### src/rtl/spd_target.sv
module spd_target #(
  parameter int          ADDR_W     = 8,
  parameter int          LOCK_BYTES = 128,
  parameter int          CSUM_POS   = 63,
  parameter int          FILT_LEN   = 4,
  parameter logic [3:0]  DEV_HI     = 4'b1010,
  parameter logic [7:0]  FILL       = 8'h3C,
  parameter logic [7:0]  CSUM_ADJ   = 8'h00
) (
  input  logic       clk,
  input  logic       rst_n,
  input  logic       scl_i,
  input  logic       sda_i,
  input  logic [2:0] strap,
  output logic       sda_oe,
  output logic       csum_ok
);
  localparam int DEPTH = 1 << ADDR_W;
  localparam int FCW   = $clog2(FILT_LEN + 1);

  function automatic logic [7:0] image(int i);
    case (i)
      0:  image = 8'h80;
      1:  image = 8'h08;
      2:  image = 8'h07;
      3:  image = 8'h0D;
      4:  image = 8'h0A;
      5:  image = 8'h01;
      6:  image = 8'h40;
      17: image = 8'h04;
      default: image = 8'(i * 29) + FILL;
    endcase
  endfunction

  function automatic logic [7:0] image_sum();
    logic [7:0] a;
    a = 8'h00;
    for (int i = 0; i < CSUM_POS; i++) a = a + image(i);
    return a;
  endfunction

  localparam logic [7:0] CSUM_INIT = image_sum() + CSUM_ADJ;

  // input synchronisers and glitch filters, bit 0 = SCL, bit 1 = SDA
  logic [1:0] raw, s1, s2, flt, fltd;
  logic [FCW-1:0] fc [2];
  assign raw = {sda_i, scl_i};

  always_ff @(posedge clk or negedge rst_n) begin
    if (!rst_n) begin
      s1   <= 2'b11;
      s2   <= 2'b11;
      fltd <= 2'b11;
    end else begin
      s1   <= raw;
      s2   <= s1;
      fltd <= flt;
    end
  end

  for (genvar g = 0; g < 2; g++) begin : g_filt
    always_ff @(posedge clk or negedge rst_n) begin
      if (!rst_n) begin
        flt[g] <= 1'b1;
        fc[g]  <= '0;
      end else if (s2[g] == flt[g]) begin
        fc[g] <= '0;
      end else if (fc[g] == FCW'(FILT_LEN - 1)) begin
        flt[g] <= s2[g];
        fc[g]  <= '0;
      end else begin
        fc[g] <= fc[g] + 1'b1;
      end
    end
  end

  logic scl_f, sda_f, scl_rise, scl_fall, start_det, stop_det;
  assign scl_f     = flt[0];
  assign sda_f     = flt[1];
  assign scl_rise  = scl_f & ~fltd[0];
  assign scl_fall  = ~scl_f & fltd[0];
  assign start_det = scl_f & fltd[0] & fltd[1] & ~sda_f;
  assign stop_det  = scl_f & fltd[0] & ~fltd[1] & sda_f;

  typedef enum logic [3:0] {
    S_IDLE, S_DEV, S_DEVACK, S_WADR, S_WADRACK, S_WDAT, S_WDATACK, S_RDAT, S_RACK
  } st_t;

  st_t               st;
  logic [3:0]        bitc;
  logic [7:0]        shr, txr;
  logic [ADDR_W-1:0] ptr;
  logic              rw_q, mack_q, lock_hit_q, sda_oe_q;
  logic [7:0]        mem [DEPTH];

  always_ff @(posedge clk or negedge rst_n) begin
    if (!rst_n) begin
      st         <= S_IDLE;
      bitc       <= '0;
      shr        <= '0;
      txr        <= '0;
      ptr        <= '0;
      rw_q       <= 1'b0;
      mack_q     <= 1'b0;
      lock_hit_q <= 1'b0;
      sda_oe_q   <= 1'b0;
      for (int i = 0; i < DEPTH; i++)
        mem[i] <= (i == CSUM_POS) ? CSUM_INIT : image(i);
    end else if (start_det) begin
      st       <= S_DEV;
      bitc     <= '0;
      sda_oe_q <= 1'b0;
    end else if (stop_det) begin
      st       <= S_IDLE;
      sda_oe_q <= 1'b0;
    end else begin
      case (st)
        S_DEV, S_WADR, S_WDAT: begin
          if (scl_rise) begin
            shr  <= {shr[6:0], sda_f};
            bitc <= bitc + 1'b1;
          end else if (scl_fall && bitc == 4'd8) begin
            if (st == S_DEV) begin
              if (shr[7:1] == {DEV_HI, strap}) begin
                sda_oe_q <= 1'b1;
                rw_q     <= shr[0];
                st       <= S_DEVACK;
              end else begin
                st <= S_IDLE;
              end
            end else if (st == S_WADR) begin
              ptr      <= shr[ADDR_W-1:0];
              sda_oe_q <= 1'b1;
              st       <= S_WADRACK;
            end else begin
              if (int'(ptr) >= LOCK_BYTES) begin
                mem[ptr]   <= shr;
                sda_oe_q   <= 1'b1;
                lock_hit_q <= 1'b0;
              end else begin
                lock_hit_q <= 1'b1;
              end
              ptr <= ptr + 1'b1;
              st  <= S_WDATACK;
            end
          end
        end
        S_DEVACK: begin
          if (scl_fall) begin
            bitc <= '0;
            if (rw_q) begin
              sda_oe_q <= ~mem[ptr][7];
              txr      <= {mem[ptr][6:0], 1'b0};
              st       <= S_RDAT;
            end else begin
              sda_oe_q <= 1'b0;
              st       <= S_WADR;
            end
          end
        end
        S_WADRACK, S_WDATACK: begin
          if (scl_fall) begin
            sda_oe_q <= 1'b0;
            bitc     <= '0;
            st       <= S_WDAT;
          end
        end
        S_RDAT: begin
          if (scl_rise) begin
            bitc <= bitc + 1'b1;
          end else if (scl_fall) begin
            if (bitc == 4'd8) begin
              sda_oe_q <= 1'b0;
              ptr      <= ptr + 1'b1;
              st       <= S_RACK;
            end else begin
              sda_oe_q <= ~txr[7];
              txr      <= {txr[6:0], 1'b0};
            end
          end
        end
        S_RACK: begin
          if (scl_rise) begin
            mack_q <= ~sda_f;
          end else if (scl_fall) begin
            bitc <= '0;
            if (mack_q) begin
              sda_oe_q <= ~mem[ptr][7];
              txr      <= {mem[ptr][6:0], 1'b0};
              st       <= S_RDAT;
            end else begin
              st <= S_IDLE;
            end
          end
        end
        default: st <= S_IDLE;
      endcase
    end
  end

  logic [7:0] acc;
  always_comb begin
    acc = 8'h00;
    for (int i = 0; i < CSUM_POS; i++) acc = acc + mem[i];
  end

  assign csum_ok = (acc == mem[CSUM_POS]);
  assign sda_oe  = sda_oe_q;

  AST_IDLE_RELEASED: assert property (@(posedge clk) disable iff (!rst_n)
    (st == S_IDLE) |-> !sda_oe_q);
  AST_ACK_OWN_ADDR: assert property (@(posedge clk) disable iff (!rst_n)
    ($rose(sda_oe_q) && st == S_DEVACK) |-> (shr[7:1] == {DEV_HI, strap}));
  AST_LOCKED_NACK: assert property (@(posedge clk) disable iff (!rst_n)
    (st == S_WDATACK && lock_hit_q) |-> !sda_oe_q);
  AST_CSUM_STABLE: assert property (@(posedge clk) disable iff (!rst_n)
    $past(rst_n) |-> $stable(csum_ok));
  AST_PTR_WRAP: assert property (@(posedge clk) disable iff (!rst_n)
    ($past(ptr) == '1 && ptr != $past(ptr)) |-> (ptr == '0));
  AST_SDA_MOVES_SCL_LOW: assert property (@(posedge clk) disable iff (!rst_n)
    ($past(rst_n) && !$stable(sda_oe_q) && !$past(start_det || stop_det)) |-> !scl_f);
endmodule

### config.mk
export PLATFORM = sky130hd
export DESIGN_NAME = spd_target
export DESIGN_NICKNAME = d
export VERILOG_FILES = /design/src/rtl/spd_target.sv
export SDC_FILE = /design/constraint.sdc
export NUM_CORES = 2
export LEC_CHECK = 0
export CAP_MARGIN = 30
export CORE_AREA = 3 3 448 450
export CTS_BUF_LIST = sky130_fd_sc_hd__clkbuf_8
export DETAILED_ROUTE_END_ITERATION = 6
export DIE_AREA = 0 0 451 453
export DONT_BUFFER_PORTS = 1
export GPL_TIMING_DRIVEN = 0
export PLACE_DENSITY = 0.71
export RECOVER_POWER = 25
export SYNTH_ARGS = -nofsm -noshare
export SYNTH_HDL_FRONTEND = slang
export SYNTH_SLANG_ARGS = --single-unit
### constraint.sdc
create_clock -name clk -period 7.36 [get_ports clk]
set_input_delay 0.368 -clock clk [delete_from_list [all_inputs] [get_ports clk]]
set_output_delay 0.368 -clock clk [all_outputs]
set_load 0.02 [all_outputs]
# == Word level (Yosys, flattened, before mapping) ==
# Index checks and enable logic that the tools add are counted.
# word_totals
reg_bits,2097
inputBits,7
out_inout_bits,2
wordCells,492
# classes
addsub,66
magnitude_cmp,3
eq_ne,42
mux,68
bitwise,21
reduce_logical,21
# ops
operator,count
$bwmux W2048,1
$add A8 B8 Y8,62
$mux W8,18
$mux W4,17
$bmux W8 S8,1
$demux W8 S8,1
$ne A4 B4 Y1 const B,10
$ne A2 B2 Y1 const B,13
$pmux W8 S3,1
$pmux W4 S5,1
$mux W3,6
$reduce_and A9 Y1,2
$mux W1,17
$eq A4 B3 Y1 const B,4
$pmux W8 S2,1
$not A1 Y1,13
$pmux W4 S3,1
$reduce_and A12 Y1,1
$reduce_and A4 Y1,3
$reduce_and A11 Y1,1
$ge A9 B9 Y1 const B,1
$lt A9 B1 Y1 const B,1
$not A8 Y9,1
$add A8 B1 Y8 const B,1
other kinds (28),43

# == Logic depth before layout (Yosys ltp) ==
# logic_depth
word_depth,63
depth_mapped,23
mapped_depth_nobuf,23

# == Least setup slack after synthesis ==
# No wires, ideal clock.
# synth_timing
path_type,register -> output
start,register mem[1962] in the netlist's numbering
end,output csum_ok
t_arrival_ns,7.182
required_time_ns,6.992
slack_ns,-0.190
stages_incl_launch_ff,22
n_path_buf,0
path_cell_list,dfstp_2 fa_1 inv_1 fa_1 fa_1 fa_1 inv_1 fa_1 fa_1 inv_1 fa_1 fa_1 fa_1 inv_1 ha_1 a21o_1 a21o_1 a21o_1 a21oi_1 xnor2_1 xnor3_1 nor4_1
# synth_between
elab_chain_cells,54
# synth_lines
element,line_no,rtl
from (decl),94,logic [7:0] mem [DEPTH];
"from (signal, indexed assignment)",108,mem[i] <= (i == CSUM_POS) ? CSUM_INIT : image(i);
"from (signal, indexed assignment)",137,mem[ptr] <= shr;
$add A8 B8 Y8 (53 in series),204,for (int i = 0; i < CSUM_POS; i++) acc = acc + mem[i];
$eq A8 B8 Y1,207,assign csum_ok = (acc == mem[CSUM_POS]);
to (decl),16,output logic csum_ok
# No other way between the ends.

# == Final worst setup path ==
# layout_timing
start,register mem[1606] in the netlist's numbering
end,output csum_ok
# layout_between
elab_chain_cells,9
# layout_lines
element,line_no
$add A8 B8 Y8 (8 in series),204
$eq A8 B8 Y1,207
# No other way between the ends.

==> results.sh <==
export IMPL_status="finished, violations left"
export IMPL_failed_checks="max-capacitance violations, max-slew violations, negative setup slack"
export IMPL_clock_latency_ns=1.09
export IMPL_cts_tree="built"
export IMPL_antenna_found_initial=26
export IMPL_rsz0062_at_grt="true"
export IMPL_yosys_cell_count_top_type="clkbuf_1"
export IMPL_yosysWarnings=0
export IMPL_ys_seq_area_share_pct=54.51
export IMPL_ys_types=75
export IMPL_routed_via_density=5.957
export IMPL_hold_path_class="in2reg"
export IMPL_fp_dieArea_sq_um=204300
export IMPL_end_kind="output port"
export IMPL_start_kind="register"
export IMPL_place_hpwl_microns=223600
export IMPL_met3_usage_pct=11.65
export IMPL_fin_crit_ns=8.901
export IMPL_crit_chain="fa_2, inv_2, fa_1, fa_1, fa_1, fa_2, fa_1, fa_1, fa_1, fa_2, xnor2_2, xnor2_1, xnor2_1, xnor3_1, xnor3_1, xnor3_2, nor4_4"
export IMPL_drive_above_1_share_pct=43.88
export IMPL_grt_overflow_total=0
export IMPL_drv_cap=2
export IMPL_top_level_ports=9
export IMPL_power_mw=24.30
export IMPL_worstPathArrival_ns=8.53
export IMPL_num_fill_cells=15530
export IMPL_timing_final_ws_setup_ns=-1.541
export IMPL_coreArea_sq_um=197000
export IMPL_htreeDepth=5
export IMPL_dr_pass1_iters=6
export IMPL_fin_skew_ns=0.08491
export IMPL_fp_dieW_microns=451
export IMPL_path_class="reg2out"
export IMPL_synth_async_reset_ratio_pct=100.0
export IMPL_yosysTopAreaCell="dfrtp_1"
export IMPL_ys_seq_elements=2096
export IMPL_synth_avg_cell_area_sq_um=14.77
export IMPL_synth_simple_area_share_pct=2.211
export IMPL_worst_ep_required_time_ns=6.99
export IMPL_synthCells=6673
export IMPL_min_delay_start="strap[0]"
export IMPL_synth_fa_ha_area_share_pct=8.131
export IMPL_synth_compound_area_share_pct=1.960
export IMPL_cts_root_buffer="clkbuf_8"
export IMPL_numCtsBuffers=356
export IMPL_clk_pin_slew_ns=0.06
export IMPL_path_buf_inv=1
export IMPL_slew_limit_headroom_pct=-86.87
export IMPL_via_count=59910
export IMPL_grt_pass1_wl_microns=451900
export IMPL_utilization_pct=56.11
export IMPL_grtUsageTotal_pct=31.49
export IMPL_top_usage_layer="met2"
export IMPL_met2_usage_pct=44.43
export IMPL_period_share_pct=120.9
export IMPL_setup_viol_count_final=1
export IMPL_slowest_stage="fa_2"
export IMPL_cts_num_sinks=2096
export IMPL_vdd_drop_max_v=0.0001971
export IMPL_drtIter0Drc=6572
export IMPL_tns_ns=-1.541
export IMPL_nets=7553
export IMPL_r2r_start="ptr[0]"
export IMPL_critPathMaxFanout=3
export IMPL_max_stage_delay_ns=0.66
export IMPL_clock_path_buffers=4
export IMPL_synth_xor_area_share_pct=1.298
export IMPL_port_buffers=0
export IMPL_synth_top_family_by_area="multiplexers"
export IMPL_crit_top_cell="fa_1"
export IMPL_die_y_microns=453
export IMPL_multi_input_area_sq_um=38300
export IMPL_grt_util_met1_pct=41.31
export IMPL_startpoint="mem[1606]"
export IMPL_postRouteWirelength_microns=318000
export IMPL_initial_utilization_pct=50.02
export IMPL_worst_slew_pin_slew_ns=2.803
export IMPL_grt_max_degree=275
export IMPL_fmax_mhz=112.3
export IMPL_rows=163
export IMPL_synth_top_cells_by_area="dfrtp_1 (28%), dfstp_2 (27%), mux4_2 (13%)"
export IMPL_maxSlewViolCount=93
export IMPL_ff_latch_area_sq_um=53720
export IMPL_path_delay_family="adder cells"
export IMPL_synth_common_cells="clkbuf_1 (1199), dfrtp_1 (1084), dfstp_2 (1012)"
export IMPL_routabilityCongestion=1.016
export IMPL_synth_mux_area_share_pct=25.14
export IMPL_synth_edf_count=0
export IMPL_final_hold_violation_count=0
export IMPL_grt_pass1_vias=61490
export IMPL_avgRoutedWirePerCell_microns=31.62
export IMPL_drtAntennaViolNets=0
export IMPL_syn_to_final_growth_pct=12.17
export IMPL_synth_ff_type="dfrtp_1"
export IMPL_power_per_cell_area_nw_per_um2=219.8
export IMPL_syn_num_nets=7099
export IMPL_p_leak_nw=46.16
export IMPL_syn_cell_area_sq_um=98540
export IMPL_synth_top_cell_area_share_pct=27.53
export IMPL_drcViolationCount=0
-- registers in the layout, indices dropped and copies added, names as in the netlist, 2 cells and up --
| register | cells |
|---|---|
| shr | 8 |
| bitc | 4 |
| s2 | 2 |
| txr | 7 |
| s1 | 2 |
| ptr | 8 |
| fc | 6 |
| mem | 2048 |
| st | 4 |
| fltd | 2 |
-- routing by layer --
metal | vias to the layer above | part of all wire, %
met4 | 22 | 7.6
met5 | - | 0.12
met3 | 980 | 12
li1 | 23270 | -
met1 | 32450 | 38
met2 | 3189 | 43
-- layout make-up --
type | instances | share of cell area (%)
diodes | 10 | 0.02264
plain buffers | 1351 | 4.935
clock buffers | 457 | 5.690
clock inverters | 180 | 0.7901
inverters | 324 | 1.101
multi-input cells | 2902 | 34.65
flip-flops and latches | 2096 | 48.59
well taps | 2640 | 2.988
repair buffers | 96 | 1.233
-- tightest hold or removal path: cells and delay by family --
kind | cells | cell delay [ns]
buffers and inverters | 1 | 0.59
and+or+nand+nor | 1 | 0.10
AOI/OAI and AO/OA | 1 | 0.08
xor gates and xnor gates | 1 | 0.05
-- cells by family after synthesis --
logic type,count (synthesis)
compound gates,290
xor+xnor,135
fa+ha+maj,419
buf+inv,1675
flops,2096
mux,1620
simple gates,438
-- stage by stage --
step | hold WS, ns | instances | setup WS (ns) | area [sq um]
finish | 0.1528 | 10060 | -1.541 | 110500
global route | 0.1835 | 10050 | -1.696 | 110500
CTS | 0.01255 | 10040 | -1.609 | 110400
detailed placement | 0.08322 | 9384 | -1.359 | 103000
global placement | 0.3088 | 9313 | -1.343 | 101900
floorplan | 0.07241 | 6673 | 0.002696 | 98550
-- layout by cell type, fill, tap and decap left out, types with 28 or more instances in the layout --
cell / netlist / routed
a21oi_1: 48 / 47
a22oi_1: 47 / 47
buf_2: 77 / 85
buf_4: 39 / 60
buf_6: 15 / 28
buf_8: 1 / 35
clkbuf_1: 1199 / 1194
clkbuf_8: 0 / 457
clkinv_2: 1 / 32
dfrtp_1: 1084 / 1084
dfstp_1: 0 / 204
dfstp_2: 1012 / 808
fa_1: 369 / 348
ha_1: 50 / 48
inv_1: 322 / 447
mux2_2: 997 / 997
mux2i_1: 39 / 39
mux4_2: 584 / 584
nand2_1: 165 / 165
nand3_1: 48 / 48
nor2_1: 64 / 62
nor2_2: 66 / 68
o21ai_0: 78 / 78
xnor2_1: 106 / 104
-- path summary, 6_finish.rpt --
check                                 end  slack (ns)  cells after the start
worst max-delay path              csum_ok       -1.54                     17
worst min-delay path                 rw_q        0.15                      4
worst max register to register   mem[767]        1.43                     13
worst min register to register      s2[1]        0.36                      0
max in group asynchronous       mem[1930]        0.46                      9
min in group asynchronous       mem[1452]        1.55                      2
-- power by group --
group	total [mW]	switching (mW)	internal (mW)	leakage (nW)
Combinational	2.01	1.63	0.381	16.4
Sequential	11.7	0.0999	11.6	25.6
Clock	10.6	4.87	5.70	4.20
-- what timing repair did --
item	CTS	global route
endpoints found under the setup margin	1	1
pin swaps	42	30
buffers inserted	6	4
endpoints found under the hold margin	282	0
hold buffers	9	0
resized for setup	23	15
(Power assumes the default switching activity.)
